### src/rtl/spi_lm_pkg.sv
package spi_lm_pkg;
    typedef enum logic [1:0] {
        ST_IDLE,
        ST_LEAD,
        ST_CLK,
        ST_TAIL
    } spi_st_e;
endpackage

### src/rtl/spi_lm_tick.sv
// Half-period timer: emits one tick every HALF system clocks while run is high.
module spi_lm_tick #(
    parameter int DIV_W = 8
) (
    input  logic             clk,
    input  logic             rst_n,
    input  logic             run,
    input  logic [DIV_W-1:0] half,
    output logic             tick
);
    logic [DIV_W-1:0] cnt_d, cnt_q;

    assign tick = run && (cnt_q == half - {{(DIV_W-1){1'b0}}, 1'b1});

    always_comb begin
        if (!run || tick) cnt_d = '0;
        else              cnt_d = cnt_q + {{(DIV_W-1){1'b0}}, 1'b1};
    end

    always_ff @(posedge clk or negedge rst_n) begin
        if (!rst_n) cnt_q <= '0;
        else        cnt_q <= cnt_d;
    end

    // the counter never runs past the programmed half-period
    p_cnt_bound_r4: assert property (@(posedge clk) disable iff (!rst_n)
        run |-> (cnt_q < half));
endmodule

### src/rtl/spi_lm_shift.sv
// Transmit and receive shift registers, MSB first.
module spi_lm_shift #(
    parameter int DATA_W = 8
) (
    input  logic              clk,
    input  logic              rst_n,
    input  logic              load,
    input  logic [DATA_W-1:0] load_val,
    input  logic              adv_tx,
    input  logic              cap,
    input  logic              miso,
    output logic              mosi,
    output logic [DATA_W-1:0] rx
);
    logic [DATA_W-1:0] tx_d, tx_q, rx_d, rx_q;

    always_comb begin
        tx_d = tx_q;
        rx_d = rx_q;
        if (load)        tx_d = load_val;
        else if (adv_tx) tx_d = {tx_q[DATA_W-2:0], 1'b0};
        if (cap)         rx_d = {rx_q[DATA_W-2:0], miso};
    end

    always_ff @(posedge clk or negedge rst_n) begin
        if (!rst_n) begin
            tx_q <= '0;
            rx_q <= '0;
        end else begin
            tx_q <= tx_d;
            rx_q <= rx_d;
        end
    end

    assign mosi = tx_q[DATA_W-1];
    assign rx   = rx_q;
endmodule

### src/rtl/spi_late_master.sv
// SPI master, clock idle low, MOSI launched on falling SCK, MISO captured on
// rising SCK (standard) or on falling SCK (late capture).
module spi_late_master
    import spi_lm_pkg::*;
#(
    parameter int DATA_W = 8,
    parameter int DIV_W  = 8
) (
    input  logic              clk,
    input  logic              rst_n,
    input  logic              start,
    input  logic [DATA_W-1:0] tx_byte,
    input  logic              late_mode,
    input  logic [DIV_W-1:0]  half_div,
    output logic              busy,
    output logic              done,
    output logic [DATA_W-1:0] rx_byte,
    output logic              sck,
    output logic              cs_n,
    output logic              mosi,
    input  logic              miso
);
    localparam int BIT_W = (DATA_W > 1) ? $clog2(DATA_W) : 1;
    localparam logic [BIT_W-1:0] LAST_BIT = BIT_W'(DATA_W - 1);
    localparam logic [DIV_W-1:0] ONE_DIV  = {{(DIV_W-1){1'b0}}, 1'b1};

    typedef struct packed {
        spi_st_e          st;
        logic             sck;
        logic             cs_n;
        logic             late;
        logic [DIV_W-1:0] half;
        logic [BIT_W-1:0] bitn;
        logic             tail_more;
        logic             done;
    } ctl_t;

    ctl_t c_d, c_q;
    logic tick, load, adv_tx, cap;

    spi_lm_tick #(.DIV_W(DIV_W)) u_tick (
        .clk   (clk),
        .rst_n (rst_n),
        .run   (c_q.st != ST_IDLE),
        .half  (c_q.half),
        .tick  (tick)
    );

    spi_lm_shift #(.DATA_W(DATA_W)) u_shift (
        .clk      (clk),
        .rst_n    (rst_n),
        .load     (load),
        .load_val (tx_byte),
        .adv_tx   (adv_tx),
        .cap      (cap),
        .miso     (miso),
        .mosi     (mosi),
        .rx       (rx_byte)
    );

    always_comb begin
        c_d      = c_q;
        c_d.done = 1'b0;
        load     = 1'b0;
        adv_tx   = 1'b0;
        cap      = 1'b0;
        unique case (c_q.st)
            ST_IDLE: begin
                if (start) begin
                    c_d.st        = ST_LEAD;
                    c_d.cs_n      = 1'b0;
                    c_d.late      = late_mode;
                    c_d.half      = (half_div == '0) ? ONE_DIV : half_div;
                    c_d.bitn      = '0;
                    c_d.tail_more = 1'b0;
                    load          = 1'b1;
                end
            end
            ST_LEAD: begin
                if (tick) begin
                    c_d.st  = ST_CLK;
                    c_d.sck = 1'b1;
                    cap     = !c_q.late;
                end
            end
            ST_CLK: begin
                if (tick) begin
                    if (!c_q.sck) begin
                        c_d.sck = 1'b1;
                        cap     = !c_q.late;
                    end else begin
                        c_d.sck = 1'b0;
                        cap     = c_q.late;
                        if (c_q.bitn == LAST_BIT) begin
                            c_d.st        = ST_TAIL;
                            c_d.tail_more = c_q.late;
                        end else begin
                            c_d.bitn = c_q.bitn + 1'b1;
                            adv_tx   = 1'b1;
                        end
                    end
                end
            end
            ST_TAIL: begin
                if (tick) begin
                    if (c_q.tail_more) begin
                        c_d.tail_more = 1'b0;
                    end else begin
                        c_d.st   = ST_IDLE;
                        c_d.cs_n = 1'b1;
                        c_d.done = 1'b1;
                    end
                end
            end
            default: c_d.st = ST_IDLE;
        endcase
    end

    always_ff @(posedge clk or negedge rst_n) begin
        if (!rst_n) begin
            c_q      <= '0;
            c_q.st   <= ST_IDLE;
            c_q.cs_n <= 1'b1;
            c_q.half <= ONE_DIV;
        end else begin
            c_q <= c_d;
        end
    end

    assign busy = (c_q.st != ST_IDLE);
    assign done = c_q.done;
    assign sck  = c_q.sck;
    assign cs_n = c_q.cs_n;

    // lines at rest outside a frame
    p_idle_lines_r1: assert property (@(posedge clk) disable iff (!rst_n)
        !busy |-> (!sck && cs_n));
    // clock only pulses inside chip select
    p_sck_in_frame_r1: assert property (@(posedge clk) disable iff (!rst_n)
        sck |-> !cs_n);
    // MOSI only moves on a falling SCK edge within a frame
    p_mosi_hold_r3: assert property (@(posedge clk) disable iff (!rst_n)
        (!cs_n && $past(!cs_n) && !$fell(sck)) |-> $stable(mosi));
    // done lasts a single cycle
    p_done_pulse_r8: assert property (@(posedge clk) disable iff (!rst_n)
        done |=> !done);
    // done coincides with chip select release
    p_done_cs_r8: assert property (@(posedge clk) disable iff (!rst_n)
        $rose(cs_n) |-> done);
endmodule

### config.mk
export PLATFORM = sky130hd
export DESIGN_NAME = spi_late_master
export DESIGN_NICKNAME = d
export VERILOG_FILES = /design/src/rtl/spi_lm_pkg.sv /design/src/rtl/spi_lm_tick.sv /design/src/rtl/spi_lm_shift.sv /design/src/rtl/spi_late_master.sv
export SDC_FILE = /design/constraint.sdc
export NUM_CORES = 1
export LEC_CHECK = 0
export BUFFER_PORTS_ARGS = -buffer_cell sky130_fd_sc_hd__buf_2
export CORE_ASPECT_RATIO = 0.5
export CORE_UTILIZATION = 60
export DETAILED_ROUTE_END_ITERATION = 16
export PLACE_DENSITY_LB_ADDON = 0.12
export SKIP_CTS_REPAIR_TIMING = 1
export SLEW_MARGIN = 25
export SYNTH_ARGS = -nofsm -noshare
export SYNTH_HDL_FRONTEND = slang
export SYNTH_HIERARCHICAL = 1
export SYNTH_SLANG_ARGS = --single-unit
### constraint.sdc
create_clock -name clk -period 7.84 [get_ports clk]
set_input_delay 1.568 -clock clk [delete_from_list [all_inputs] [get_ports clk]]
set_output_delay 1.568 -clock clk [all_outputs]
set_load 0.01 [all_outputs]
==> flow_metrics.env <==
export IMPL_die_area_um2=4186
export IMPL_syn_nets=241
export IMPL_drtPass1Iterations=4
export IMPL_cts_tree="done"
export IMPL_syn_area_per_cell_um2=11.19
export IMPL_clkSinkCount=42
export IMPL_yosysMostFrequentCell="dfrtp_1"
export IMPL_worstPathMaxFanout=9
export IMPL_hp_class="flip-flop to flip-flop"
export IMPL_power_frac_clock_pct=38.3
export IMPL_synth_top_area_share_pct=42.60
export IMPL_grt_max_degree=43
export IMPL_instances_no_fill=294
export IMPL_htreeDepth=2
export IMPL_cpMostUsedCell="and3_1"
export IMPL_dp_final_hpwl_um=2979
export IMPL_tightest_slew_ps=926.1
export IMPL_clkTransAtPathRegs_ps=80
export IMPL_routedWlPerCell_um=14.01
export IMPL_fin_crit_sh_pct=40.81
export IMPL_fin_skew_ps=5.948
export IMPL_async_reset_ff_share_pct=100.0
export IMPL_setup_worst_path_end_class="flip-flop"
export IMPL_synth_simple_gate_area_share_pct=13.37
export IMPL_hold_viol_final=0
export IMPL_route_detailed_drc=0
export IMPL_die_x_um=90.50
export IMPL_placedCellCount=287
export IMPL_vdd_drop_max_mv=0.08060
export IMPL_reg2reg_from="c_q[5]$_DFFE_PN1P_"
export IMPL_power_switching_w=0.00007717
export IMPL_status="complete, no violations"
export IMPL_comb_power_share_pct=2.8
export IMPL_yosys_most_used_dff="dfrtp_1"
export IMPL_cellLeakagePower_nw=1.251
export IMPL_initial_core_util_pct=65.55
export IMPL_cp_slowest_cell="dfstp_2"
export IMPL_yosys_area_top_type="dfrtp_1"
export IMPL_portBuffers=33
export IMPL_finalCriticalPeriod_ps=3200
export IMPL_holdCritStartpoint="cs_n$_DFFE_PN1P_"
export IMPL_seqPwrFrac_pct=58.9
export IMPL_required_ps=8020
export IMPL_die_height_um=46.25
export IMPL_syn_inst=210
export IMPL_worstSkewPairLatency_ps=290
export IMPL_synthAdderAreaFrac_pct=5.325
export IMPL_dr_first_iter_drc_count=89
export IMPL_rows=15
export IMPL_synth_seq_cells=42
export IMPL_nets=274
export IMPL_arrival_ps=3380
export IMPL_setup_tns_ps=0
export IMPL_r2r_setup_slack_ps=4640
export IMPL_hold_depth=1
export IMPL_ant_nets=0
export IMPL_slew_viol_final=0
export IMPL_io_pins=34
export IMPL_cp_start_kind="flip-flop"
export IMPL_cts_buffer_depth=2
export IMPL_antenna_found_initial=0
export IMPL_maxSlewHeadroom_pct=38.26
export IMPL_track_usage_pct=22.00
export IMPL_cts_root_buf="clkbuf_8"
export IMPL_synth_top_family_by_area="multiplexers"
export IMPL_r2r_end="u_shift/rx[0]$_DFFE_PN0P_"
export IMPL_place_gp_congestion=0.8473
export IMPL_critPathBufInv=1
export IMPL_grt_pass1_wl_um=6872
export IMPL_power_density_nw_per_um2=141.1
export IMPL_grt_pass1_vias=1543
export IMPL_synthXorXnorAreaFrac_pct=7.348
export IMPL_critical_path_top_delay_family="simple AND/OR/NAND/NOR gates"
export IMPL_diodes=0
export IMPL_ys_warn_count=6
export IMPL_synth_mux_area_share_pct=13.42
export IMPL_path_cells="inv_1, ha_1, nand2b_1, nand3_1, o21ai_1, a2111oi_4, and3_1, and3_1, mux2_4"
export IMPL_whs_endpoint="cs_n$_DFFE_PN1P_"
export IMPL_crit_type="flip-flop to flip-flop"
export IMPL_synth_cells_most_frequent="dfrtp_1, nand2_1, inv_1"
export IMPL_rsz0062_at_grt="no"
export IMPL_whs_ps=516.4
export IMPL_p_int_w=0.0002902
export IMPL_coreArea_um2=3585
export IMPL_drt_total_wl_um=4118
export IMPL_reg2regPathDepth=9
export IMPL_synth_compound_area_share_pct=11.18
export IMPL_fmax_mhz=312.5
export IMPL_overflow=0
export IMPL_power_total_w=0.0003674
export IMPL_syn2layout_area_growth_pct=10.81
export IMPL_switching_share_pct=21.00
export IMPL_synth_area_um2=2350
export IMPL_cap_violations=0
export IMPL_synthDistinctLibCells=46
export IMPL_final_area_um2=2604
export IMPL_cts_inserted_buffers=5
export IMPL_yosysSeqAreaShare_pct=44.83
export IMPL_setup_viol=0
export IMPL_post_route_cells_drive_above_1_share_pct=30.04
export IMPL_placed_cell_area_um2=2517
export IMPL_synthTopCellsByArea="dfrtp_1, mux2_4, ha_1"
export IMPL_vias=1583
export IMPL_synth_edf_count=0
export IMPL_cpPeakStageDelay_ps=580
export IMPL_vias_per_cell=5.384
worst max-delay path by stage:
stage                                  start                     endpoint  slack, ps  cells after the start
final                     c_q[5]$_DFFE_PN1P_    u_shift/rx[0]$_DFFE_PN0P_       4640                      9
after global routing      c_q[5]$_DFFE_PN1P_  u_shift/tx_q[5]$_DFFE_PN0P_       4440                     11
after CTS                 c_q[5]$_DFFE_PN1P_    u_shift/rx[0]$_DFFE_PN0P_       4650                      9
after detailed placement  c_q[5]$_DFFE_PN1P_    u_shift/rx[3]$_DFFE_PN0P_       4660                      9
after global placement    c_q[5]$_DFFE_PN1P_    u_shift/rx[0]$_DFFE_PN0P_       4780                      9
after floorplan           c_q[5]$_DFFE_PN1P_          c_q[17]$_DFFE_PN0P_       5090                     12
cell usage in the layout (no fill, tap or decap), types with 4 or more instances in the layout:
cell type,instances
o21ai_1,8
nand2_1,19
buf_2,33
mux2i_1,9
nand3_1,10
ha_1,10
mux2_4,9
xor2_1,8
xnor2_1,8
nor2_1,6
and3_1,5
a21oi_1,11
inv_1,12
clkbuf_8,6
o21ai_0,5
dfrtp_1,40
mux2_2,8
nand2b_1,4
routing by layer:
| layer | wire length [um] | vias to the layer above | global-route usage (%) |
|---|---|---|---|
| li1 | - | 787 | - |
| met1 | 1967 | 760 | 27.56 |
| met2 | 1918 | 29 | 36.97 |
| met3 | 176 | 7 | 6.271 |
| met4 | 56 | 0 | 9.677 |
| met5 | 0 | - | 0 |
cell families after synthesis:
group,count (synthesis)
and+or+nand+nor,58
buffers and inverters,19
muxes,26
adders and majority gates,10
xor gates and xnor gates,18
AOI/OAI and AO/OA,37
DFF,42
cell type report:
type | count | area, um^2
flip-flops and latches | 42 | 1054
well taps | 51 | 63.81
fillers | 262 | 980.9
multi-input cells | 149 | 1190
inverters | 12 | 45.04
repair buffers | 33 | 165.2
clock buffers | 7 | 86.33
through the flow:
| stage | setup WS (ps) | utilization (%) |
|---|---|---|
| after floorplan | 5090 | - |
| after detailed placement | 4661 | 70.23 |
| after global routing | 4440 | 72.64 |
| final | 4640 | 72.64 |
| after global placement | 4784 | 70.23 |
| after CTS | 4649 | 72.64 |
sequential cells by signal, indices dropped and copies added (netlist names):
| name | count |
|---|---|
| c_q | 15 |
| u_shift/tx_q | 8 |
| u_tick/cnt_q | 8 |
| u_shift/rx | 8 |
| done | 1 |
| cs_n | 1 |
| sck | 1 |
power groups by stage:
stage | Sequential (W) | Combinational, W | Clock (W)
final | 0.000216 | 0.0000101 | 0.000141
after global routing | 0.000216 | 0.0000115 | 0.000152
after CTS | 0.000216 | 0.0000105 | 0.000143
after detailed placement | 0.000221 | 0.0000106 | 0
after global placement | 0.000221 | 0.0000102 | 0
after floorplan | 0.000221 | 0.000000488 | 0
Note: power is estimated with default switching activity, not from simulation.
